[src/rtl/burst_seq_pkg.sv]
// Package: shared constants and types for the burst address sequencer.
// Assumes: one order-select encoding is used by every module of the block.
package burst_seq_pkg;

    // Burst order encoding as seen on the order-select input.
    typedef enum logic {
        ORD_LINEAR     = 1'b0,
        ORD_INTERLEAVE = 1'b1
    } burst_order_e;

    // Default sizes of the block.
    localparam int DEF_ADDR_W = 15;
    localparam int DEF_CNT_W  = 2;

endpackage

[src/rtl/bsq_load_ctrl.sv]
// Module: decides, per cycle, whether the address is reloaded or the
// burst counter advances. Load always has priority over a step.
// Assumes: all inputs are synchronous to clk and sampled at its rising edge.
module bsq_load_ctrl (
    input  logic proc_strb_n,
    input  logic ctrl_strb_n,
    input  logic chip_en_n,
    input  logic step_n,
    output logic load,
    output logic advance
);

    logic proc_ok;
    logic ctrl_ok;

    // Qualify each strobe: the processor strobe needs the chip enable.
    always_comb begin
        proc_ok = !proc_strb_n && !chip_en_n;
        ctrl_ok = !ctrl_strb_n;
    end

    // Combine strobes into a load; a step only counts without a load.
    always_comb begin
        load    = proc_ok || ctrl_ok;
        advance = !load && !step_n;
    end

    // a load and an advance are never granted in the same cycle.
    always_comb begin
        AST_LOAD_EXCLUSIVE: assert (!(load && advance));
    end

endmodule

[src/rtl/bsq_base_reg.sv]
// Module: holds the address captured at the start of a burst.
// Assumes: load is already qualified; reset is synchronous, active low.
module bsq_base_reg #(
    parameter int ADDR_W = 15
) (
    input  logic              clk,
    input  logic              rst_n,
    input  logic              load,
    input  logic [ADDR_W-1:0] addr_in,
    output logic [ADDR_W-1:0] base_q
);

    // Capture the external address on a load; clear on reset.
    always_ff @(posedge clk) begin
        if (!rst_n)
            base_q <= '0;
        else if (load)
            base_q <= addr_in;
    end

    // a load puts the sampled address into the base register.
    AST_BASE_CAPTURE: assert property (@(posedge clk) disable iff (!rst_n)
        load |=> (base_q == $past(addr_in)));

    // without a load the base register holds.
    AST_BASE_HOLD: assert property (@(posedge clk) disable iff (!rst_n)
        !load |=> $stable(base_q));

endmodule

[src/rtl/bsq_wrap_counter.sv]
// Module: counts burst steps modulo 2**CNT_W; cleared on every load.
// Assumes: load and advance are mutually exclusive (load wins upstream).
module bsq_wrap_counter #(
    parameter int CNT_W = 2
) (
    input  logic             clk,
    input  logic             rst_n,
    input  logic             load,
    input  logic             advance,
    output logic [CNT_W-1:0] cnt_q
);

    localparam logic [CNT_W-1:0] ONE = CNT_W'(1);

    // Clear on reset or load, step by one on advance, else hold.
    always_ff @(posedge clk) begin
        if (!rst_n)
            cnt_q <= '0;
        else if (load)
            cnt_q <= '0;
        else if (advance)
            cnt_q <= cnt_q + ONE;
    end

    // every load restarts the burst count.
    AST_LOAD_CLEARS_CNT: assert property (@(posedge clk) disable iff (!rst_n)
        load |=> (cnt_q == '0));

    // an advance moves the count by exactly one, wrapping.
    AST_STEP_BY_ONE: assert property (@(posedge clk) disable iff (!rst_n)
        (advance && !load) |=> (cnt_q == CNT_W'($past(cnt_q) + ONE)));

    // with neither load nor advance the count holds.
    AST_CNT_HOLD: assert property (@(posedge clk) disable iff (!rst_n)
        (!advance && !load) |=> $stable(cnt_q));

endmodule

[src/rtl/bsq_order_map.sv]
// Module: maps the base low bits and the burst count onto the output low
// bits in linear (sum) or interleaved (XOR) order.
// Assumes: order_sel is quasi-static; it acts combinationally.
module bsq_order_map
    import burst_seq_pkg::*;
#(
    parameter int CNT_W = 2
) (
    input  logic [CNT_W-1:0] base_lo,
    input  logic [CNT_W-1:0] cnt,
    input  logic             order_sel,
    output logic [CNT_W-1:0] low_out
);

    logic [CNT_W-1:0] lin_lo;
    logic [CNT_W-1:0] ilv_lo;

    // Linear order: add the count, wrapping at 2**CNT_W.
    always_comb begin
        lin_lo = base_lo + cnt;
    end

    // Interleaved order: flip each base bit where the count has a one.
    for (genvar b = 0; b < CNT_W; b++) begin : g_ilv
        assign ilv_lo[b] = base_lo[b] ^ cnt[b];
    end

    // Pick the order requested on order_sel.
    always_comb begin
        if (burst_order_e'(order_sel) == ORD_INTERLEAVE)
            low_out = ilv_lo;
        else
            low_out = lin_lo;
    end

    // the first word of a burst is the loaded word in either order.
    always_comb begin
        AST_FIRST_WORD: assert (cnt != '0 || low_out == base_lo);
    end

endmodule

[src/rtl/burst_addr_seq.sv]
// Module: top of the burst address sequencer. Captures a burst start
// address on either strobe and walks the low bits through a four-word
// burst in linear or interleaved order.
// Assumes: synchronous active-low reset; all controls sampled on clk rise.
module burst_addr_seq
    import burst_seq_pkg::*;
#(
    parameter int ADDR_W = DEF_ADDR_W,
    parameter int CNT_W  = DEF_CNT_W
) (
    input  logic              clk,
    input  logic              rst_n,
    input  logic              proc_strb_n,
    input  logic              ctrl_strb_n,
    input  logic              chip_en_n,
    input  logic              step_n,
    input  logic              order_sel,
    input  logic [ADDR_W-1:0] addr_in,
    output logic [ADDR_W-1:0] word_addr
);

    localparam int HI_W = ADDR_W - CNT_W;

    logic              load;
    logic              advance;
    logic [ADDR_W-1:0] base_q;
    logic [CNT_W-1:0]  cnt_q;
    logic [CNT_W-1:0]  low_bits;

    bsq_load_ctrl u_ctrl (
        .proc_strb_n (proc_strb_n),
        .ctrl_strb_n (ctrl_strb_n),
        .chip_en_n   (chip_en_n),
        .step_n      (step_n),
        .load        (load),
        .advance     (advance)
    );

    bsq_base_reg #(.ADDR_W(ADDR_W)) u_base (
        .clk     (clk),
        .rst_n   (rst_n),
        .load    (load),
        .addr_in (addr_in),
        .base_q  (base_q)
    );

    bsq_wrap_counter #(.CNT_W(CNT_W)) u_cnt (
        .clk     (clk),
        .rst_n   (rst_n),
        .load    (load),
        .advance (advance),
        .cnt_q   (cnt_q)
    );

    bsq_order_map #(.CNT_W(CNT_W)) u_map (
        .base_lo   (base_q[CNT_W-1:0]),
        .cnt       (cnt_q),
        .order_sel (order_sel),
        .low_out   (low_bits)
    );

    // Assemble the word address: fixed upper part, sequenced low part.
    always_comb begin
        word_addr = {base_q[ADDR_W-1:CNT_W], low_bits};
    end

    // reset leaves the output at address zero.
    AST_RESET_ZERO: assert property (@(posedge clk)
        !rst_n |=> (word_addr == '0));

    // a processor strobe without chip enable does not disturb the base.
    AST_PROC_GATED: assert property (@(posedge clk) disable iff (!rst_n)
        (!proc_strb_n && chip_en_n && ctrl_strb_n && step_n) |=> $stable(base_q));

    // a qualified processor strobe loads the address.
    AST_PROC_LOADS: assert property (@(posedge clk) disable iff (!rst_n)
        (!proc_strb_n && !chip_en_n) |=> (base_q == $past(addr_in)));

    // upper address bits only move on a strobe.
    AST_UPPER_FIXED: assert property (@(posedge clk) disable iff (!rst_n)
        (proc_strb_n && ctrl_strb_n) |=> $stable(word_addr[ADDR_W-1:CNT_W]));

    // a strobe that coincides with a step still starts at count zero.
    AST_STROBE_BEATS_STEP: assert property (@(posedge clk) disable iff (!rst_n)
        (!ctrl_strb_n && !step_n) |=> (cnt_q == '0));

    // the controller strobe loads regardless of chip enable.
    AST_CTRL_UNGATED: assert property (@(posedge clk) disable iff (!rst_n)
        !ctrl_strb_n |=> (base_q[HI_W+CNT_W-1:0] == $past(addr_in)));

endmodule

[config.mk]
export PLATFORM = sky130hd
export DESIGN_NAME = burst_addr_seq
export DESIGN_NICKNAME = d
export VERILOG_FILES = /design/src/rtl/burst_seq_pkg.sv /design/src/rtl/bsq_load_ctrl.sv /design/src/rtl/bsq_base_reg.sv /design/src/rtl/bsq_wrap_counter.sv /design/src/rtl/bsq_order_map.sv /design/src/rtl/burst_addr_seq.sv
export SDC_FILE = /design/constraint.sdc
export NUM_CORES = 1
export LEC_CHECK = 0
export ABC_AREA = 1
export CORE_AREA = 2 2 50 52
export DETAILED_ROUTE_END_ITERATION = 6
export DIE_AREA = 0 0 52 54
export PLACE_DENSITY = 0.86
export SLEW_MARGIN = 20
export SYNTH_ARGS = -nofsm -noshare
export SYNTH_HDL_FRONTEND = slang
export SYNTH_SLANG_ARGS = --single-unit
[constraint.sdc]
create_clock -name clk -period 1.23 [get_ports clk]
set_input_delay 0.123 -clock clk [delete_from_list [all_inputs] [get_ports clk]]
set_output_delay 0.123 -clock clk [all_outputs]
set_load 0.02 [all_outputs]
==> results.yml, run 1 <==
placement:
  place_ws_ns: -0.3751
  dp_hpwl_um: 1515
  gp_congestion: 0.6253
  placement.io_buffers: 36
  placedCellCount: 191
global_routing:
  antenna_found_initial: 0
  grt_pass1_wl_um: 3222
  grt-ovfl-total: 0
  grt_usage_pct: 15.51
  grt_pass1_vias: 778
  grt_max_degree: 17
synthesis:
  ys_ff_latch: 17
  synth_top_family_by_area: "simple AND/OR/NAND/NOR gates"
  syn_area_per_cell_um2: 6.601
  yosysUniqueCellTypes: 14
  synth_fp_nets: 161
  synth.area.mux_share_pct: 0
  yosys.area_share.simple_pct: 36.13
  ys_seq_area_share_pct: 37.36
  yosys_warnings: 0
  synth_cells: 138
  synth_area_um2: 910.9
  synth_compound_area_share_pct: 0
  synth_fa_ha_area_share_pct: 1.374
  synthXorXnorAreaFrac_pct: 0.9615
clock_tree:
  numCtsBuffers: 3
  clkTransAtPathRegs_ns: 0.11
  tritoncts: "done"
  htreeDepth: 1
  holdBufCountCts: 0
  ctsRootBufferMaster: "clkbuf_4"
  clock_sinks: 17
  clock_latency_ns: 0.29
  cts_max_path_buffers: 2
timing:
  worstMarginPinSlew_ns: 0.2400
  finalMaxSlewViolations: 0
  post-route-min-period_ns: 1.374
  finClkSkew_ns: 0.00003816
  fmax_mhz: 727.6
  worst_slew_margin_rel_pct: 84.00
  post-route-period-util_pct: 111.7
  setup_viol: 1
  worst_slack_ns: -0.1444
  tns_ns: -0.1444
  rsz0062_at_grt: "yes"
  hold-worst-slack_ns: 0.3910
  hold_viol: 0
floorplanning:
  core.rowCount: 18
  initial_core_util_pct: 39.27
  die_h_um: 54
  core-area_mm2: 0.002320
  io_pins: 37
  fp.dieW_um: 52
  fp.dieArea_mm2: 0.002808
cells_and_area:
  stdcell_count: 197
  layout.cells.most_common: "nor2_1"
  multiInputGateArea_um2: 370.4
  final_cell_mix: "nor2_1 (32), nand2_1 (25), inv_1 (21), clkdlybuf4s50_1 (21), nand3_1 (17)"
  regArea_um2: 342.8
  insertedDiodeCount: 0
  nets: 191
  fill_cells: 246
  drive_above_1_share_pct: 13.17
  areaGrowthSynthToFinish_pct: 38.87
detailed_routing:
  wire_per_inst_um: 10.25
  vias: 857
  via_per_inst: 4.350
  drtPass1Iterations: 4
  drtIter0Drc: 11
  drc: 0
  final_antenna_net_count: 0
  routed_wl_um: 2020
setup_path:
  endpoint_kind: "output pin"
  start_kind: "flop"
  critPathMaxFanout: 2
  critPathRequiredTime_ns: 1.11
  path_class: "flop to output pin"
  cp.arrival_ns: 1.25
pwr:
  p_leak_nw: 0.6492
  power.density_mw_per_mm2: 998.6
  ir_worst_vdd_mv: 0.5169
run_status:
  outcome: "finished, violations left"
  violations: "negative setup slack"
hold_path:
  hold_class: "primary input to flop"
job:
  drv_cap: 0
cells in the mapped netlist:
master    count  area [µm²]
buf_2         2       10.01
xor2_1        1       8.760
buf_4        14       105.1
nor2_2        1       6.260
dfxtp_1      17       340.3
nor2_1       33       123.9
nand3_1      17       85.08
inv_2         1       3.750
nor2_8        1       20.02
buf_6         1       11.26
nand2_1      25       93.84
inv_1        22       82.58
clkbuf_1      2       7.510
ha_1          1       12.51
through the flow:
step                power (mW)  util [%]  cell area [µm²]
floorplan               0.8471         -            910.9
global placement        0.9644     52.59             1220
detailed placement      0.9772     52.59             1220
CTS                      1.269     53.45             1240
global route             1.333     54.53             1265
finish                   1.263     54.53             1265
worst paths after layout:
check	endpoint	cells past startpoint	slack [ns]	from
worst max-delay path	word_addr[1]	8	-0.14	u_cnt.cnt_q[0]
worst min-delay path	u_base.base_q[3]	3	0.39	addr_in[3]
worst max register to register	u_cnt.cnt_q[0]	3	0.43	u_cnt.cnt_q[0]
worst min register to register	u_base.base_q[3]	4	0.55	u_base.base_q[3]
flip-flops by register name, indices dropped and copies added (netlist names):
name / flops
u_base.base_q: 15
u_cnt.cnt_q: 2
layout make-up:
type	count	share of cell area (%)
Timing Repair Buffer	44	31.65
Clock buffer	3	1.780
Multi-Input combinational cell	79	29.28
Tap cell	30	2.967
Inverter	23	6.825
Clock inverter	1	0.3956
Sequential cell	17	27.10
power breakdown:
| group | leakage [nW] | switching, mW | internal, mW |
|---|---|---|---|
| logic | 0.490 | 0.173 | 0.163 |
| registers | 0.142 | 0.0203 | 0.591 |
| clock network | 0.0177 | 0.194 | 0.121 |
| total | 0.649 | 0.388 | 0.876 |
routing by layer:
layer  vias up  share of wire, %  track usage, %
li1        452                 -               -
met1       368                41           16.55
met2        30                53           29.32
met3         7               4.2           1.667
met4         0               2.1           9.211
met5         -                 0               0
cells by family (layout without fill, tap and decap cells):
| family | Yosys count | after routing |
|---|---|---|
| fa+ha+maj | 1 | 1 |
| xor+xnor | 1 | 1 |
| flops | 17 | 17 |
| buf+inv | 42 | 71 |
| simple gates | 77 | 77 |
worst max-delay path, stage by stage (launching register included):
cell and delay [ns]:
dfxtp_2 0.37, ha_4 0.13, inv_2 0.03, nor2_4 0.10
inv_1 0.05, nand2_1 0.05, nand2_1 0.05, inv_1 0.06
buf_6 0.11
repair_timing:
action | in CTS | in global routing
hold endpoints to repair | 0 | 0
gates cloned | 0 | 0
resized for setup | 26 | 4
endpoints found under the setup margin | 15 | 1
buffers inserted | 1 | 1
pin swaps | 0 | 4
Power figures use the tool's default switching activity.
==> run 2: changes to the inputs <==
--- a/config.mk
+++ b/config.mk
@@ -10,6 +10,7 @@
 export DETAILED_ROUTE_END_ITERATION = 6
 export DIE_AREA = 0 0 52 54
 export PLACE_DENSITY = 0.86
+export REMOVE_ABC_BUFFERS = 1
 export SLEW_MARGIN = 20
 export SYNTH_ARGS = -nofsm -noshare
 export SYNTH_HDL_FRONTEND = slang
==> run 2 against run 1 <==
The flow still finishes with violations (negative setup slack); worst setup slack gained 0.053 ns; final area down 1.3%; flip-flop and latch count unchanged; total power shrank 2.4%; critical path depth decreased by 1; final cell count down 1.0%; largest power group unchanged; hold slack better by 0.023 ns; non-clock buffer count down 2; sequential power about the same; maximum frequency rose by 4.0%.
==> results.yml, run 2 (synthesized netlist as in run 1, its figures left out) <==
floorplanning:
  io_pins: 37
  die_h_um: 54
  core-area_mm2: 0.002320
  initial_core_util_pct: 39.27
  fp.dieW_um: 52
  core.rowCount: 18
  fp.dieArea_mm2: 0.002808
hold_path:
  hold_class: "primary input to flop"
  min_from: "addr_in[12]"
timing:
  finClkSkew_ns: 0.0001530
  rsz0062_at_grt: "yes"
  setup_viol: 1
  worst_slack_ns: -0.09091
  hold_viol: 0
  worstMarginPinSlew_ns: 0.2339
  worst_slew_margin_rel_pct: 84.39
  finalMaxSlewViolations: 0
  post-route-min-period_ns: 1.321
  fmax_mhz: 757.1
  post-route-period-util_pct: 107.4
  hold-worst-slack_ns: 0.4145
cells_and_area:
  insertedDiodeCount: 0
  layout.cells.most_common: "nor2_1"
  stdcell_area_mm2: 0.001249
  stdcell_count: 195
  areaGrowthSynthToFinish_pct: 37.09
  largest_reg_flops: 15
  top_register: "u_base.base_q"
  drive_above_1_share_pct: 12.12
  nets: 189
  final_cell_mix: "nor2_1 (32), nand2_1 (25), clkdlybuf4s50_1 (21)"
  reg_top3: "u_base.base_q: 15 flops, u_cnt.cnt_q: 2 flops"
setup_path:
  endpoint_kind: "output pin"
  critPathMaxFanout: 2
  critPathRequiredTime_ns: 1.11
  worst_r2r_startpoint: "u_cnt.cnt_q[0]"
  cp.arrival_ns: 1.20
  start_kind: "flop"
  crit_path_start: "u_base.base_q[0]"
  path_class: "flop to output pin"
placement:
  place_area_mm2: 0.001220
  place_ws_ns: -0.3707
  dp_hpwl_um: 1460
  placedCellCount: 191
  gp_congestion: 0.6554
  placement.io_buffers: 36
global_routing:
  grt_util_met2_pct: 28.90
  grt.busiest_layer: "met2"
  use_met1_pct: 16.75
  grt_pass1_vias: 797
  grt_usage_pct: 15.29
  antenna_found_initial: 0
  grt_max_degree: 17
  grt-ovfl-total: 0
  met3_usage_pct: 3.056
  grt_pass1_wl_um: 3208
clock_tree:
  cts_max_path_buffers: 2
  clock_latency_ns: 0.28
  postCtsSetupBuffers: 0
  clkTransAtPathRegs_ns: 0.10
  htreeDepth: 1
  tritoncts: "done"
  clock_sinks: 17
  ctsRootBufferMaster: "clkbuf_4"
  numCtsBuffers: 3
pwr:
  power.density_mw_per_mm2: 987.5
  ir_worst_vdd_mv: 0.6010
  p_leak_nw: 0.6379
  total_power_mw: 1.233
detailed_routing:
  wire_per_inst_um: 9.682
  routed_wl_um: 1888
  via_per_inst: 4.292
  vias: 837
  drtPass1Iterations: 4
  final_antenna_net_count: 0
  drc: 0
  drtIter0Drc: 7
run_status:
  outcome: "finished, violations left"
  violations: "negative setup slack"
job:
  drv_cap: 0
[run 2: cell types whose count changed in the layout (fill, tap and decap cells not counted)]
cell / change
buf_4: -2
clkbuf_1: +1
clkinv_2: -1
inv_1: -1
inv_2: +1
[run 2: what timing repair did]
| action | in CTS | in global routing |
|---|---|---|
| resized for setup | 26 | 5 |
| hold buffers | 0 | 0 |
| setup endpoints to repair | 15 | 1 |
| pin swaps | 0 | 0 |
[run 2: through the flow]
stage | utilization [%] | TNS, ns
final | 53.83 | -0.09091
after global routing | 53.83 | -0.1700
after CTS | 52.91 | -0.1405
after detailed placement | 52.59 | -0.4127
after global placement | 52.59 | -0.3546
after floorplan | - | 0
[run 2: path summary, 6_finish.rpt]
path | end | slack, ns | cells after the start
hold / removal | u_base.base_q[12] | 0.41 | 3
hold reg to reg | u_base.base_q[8] | 0.54 | 4
setup reg to reg | u_cnt.cnt_q[0] | 0.45 | 3
setup / recovery | word_addr[1] | -0.09 | 7
[run 2: critical path, stage by stage (launching register included)]
cell	delay, ns
dfxtp_2	0.36
ha_4	0.13
inv_2	0.04
nor2_4	0.09
nand3_1	0.07
nand2_1	0.06
inv_1	0.04
buf_6	0.12
[run 2: report_power, final]
| group | leakage, nW | switching, mW | total (mW) | internal, mW |
|---|---|---|---|---|
| clock network | 0.0150 | 0.167 | 0.293 | 0.126 |
| registers | 0.142 | 0.0195 | 0.611 | 0.591 |
| logic | 0.481 | 0.170 | 0.329 | 0.160 |
| total | 0.638 | 0.356 | 1.23 | 0.877 |
[run 2: layer usage]
metal	routed length, µm	share of wire [%]
met1	734	39
met2	1032	55
met3	121	6.4
met4	0	0
met5	0	0
[run 2: area by class of cell]
type / count / area, µm²
clock buffer: 4 / 26.28
multi-input combinational: 79 / 370.4
fill: 234 / 1071
inverter: 23 / 86.33
sequential: 17 / 342.8
tap: 30 / 37.54
timing repair buffer: 42 / 385.4
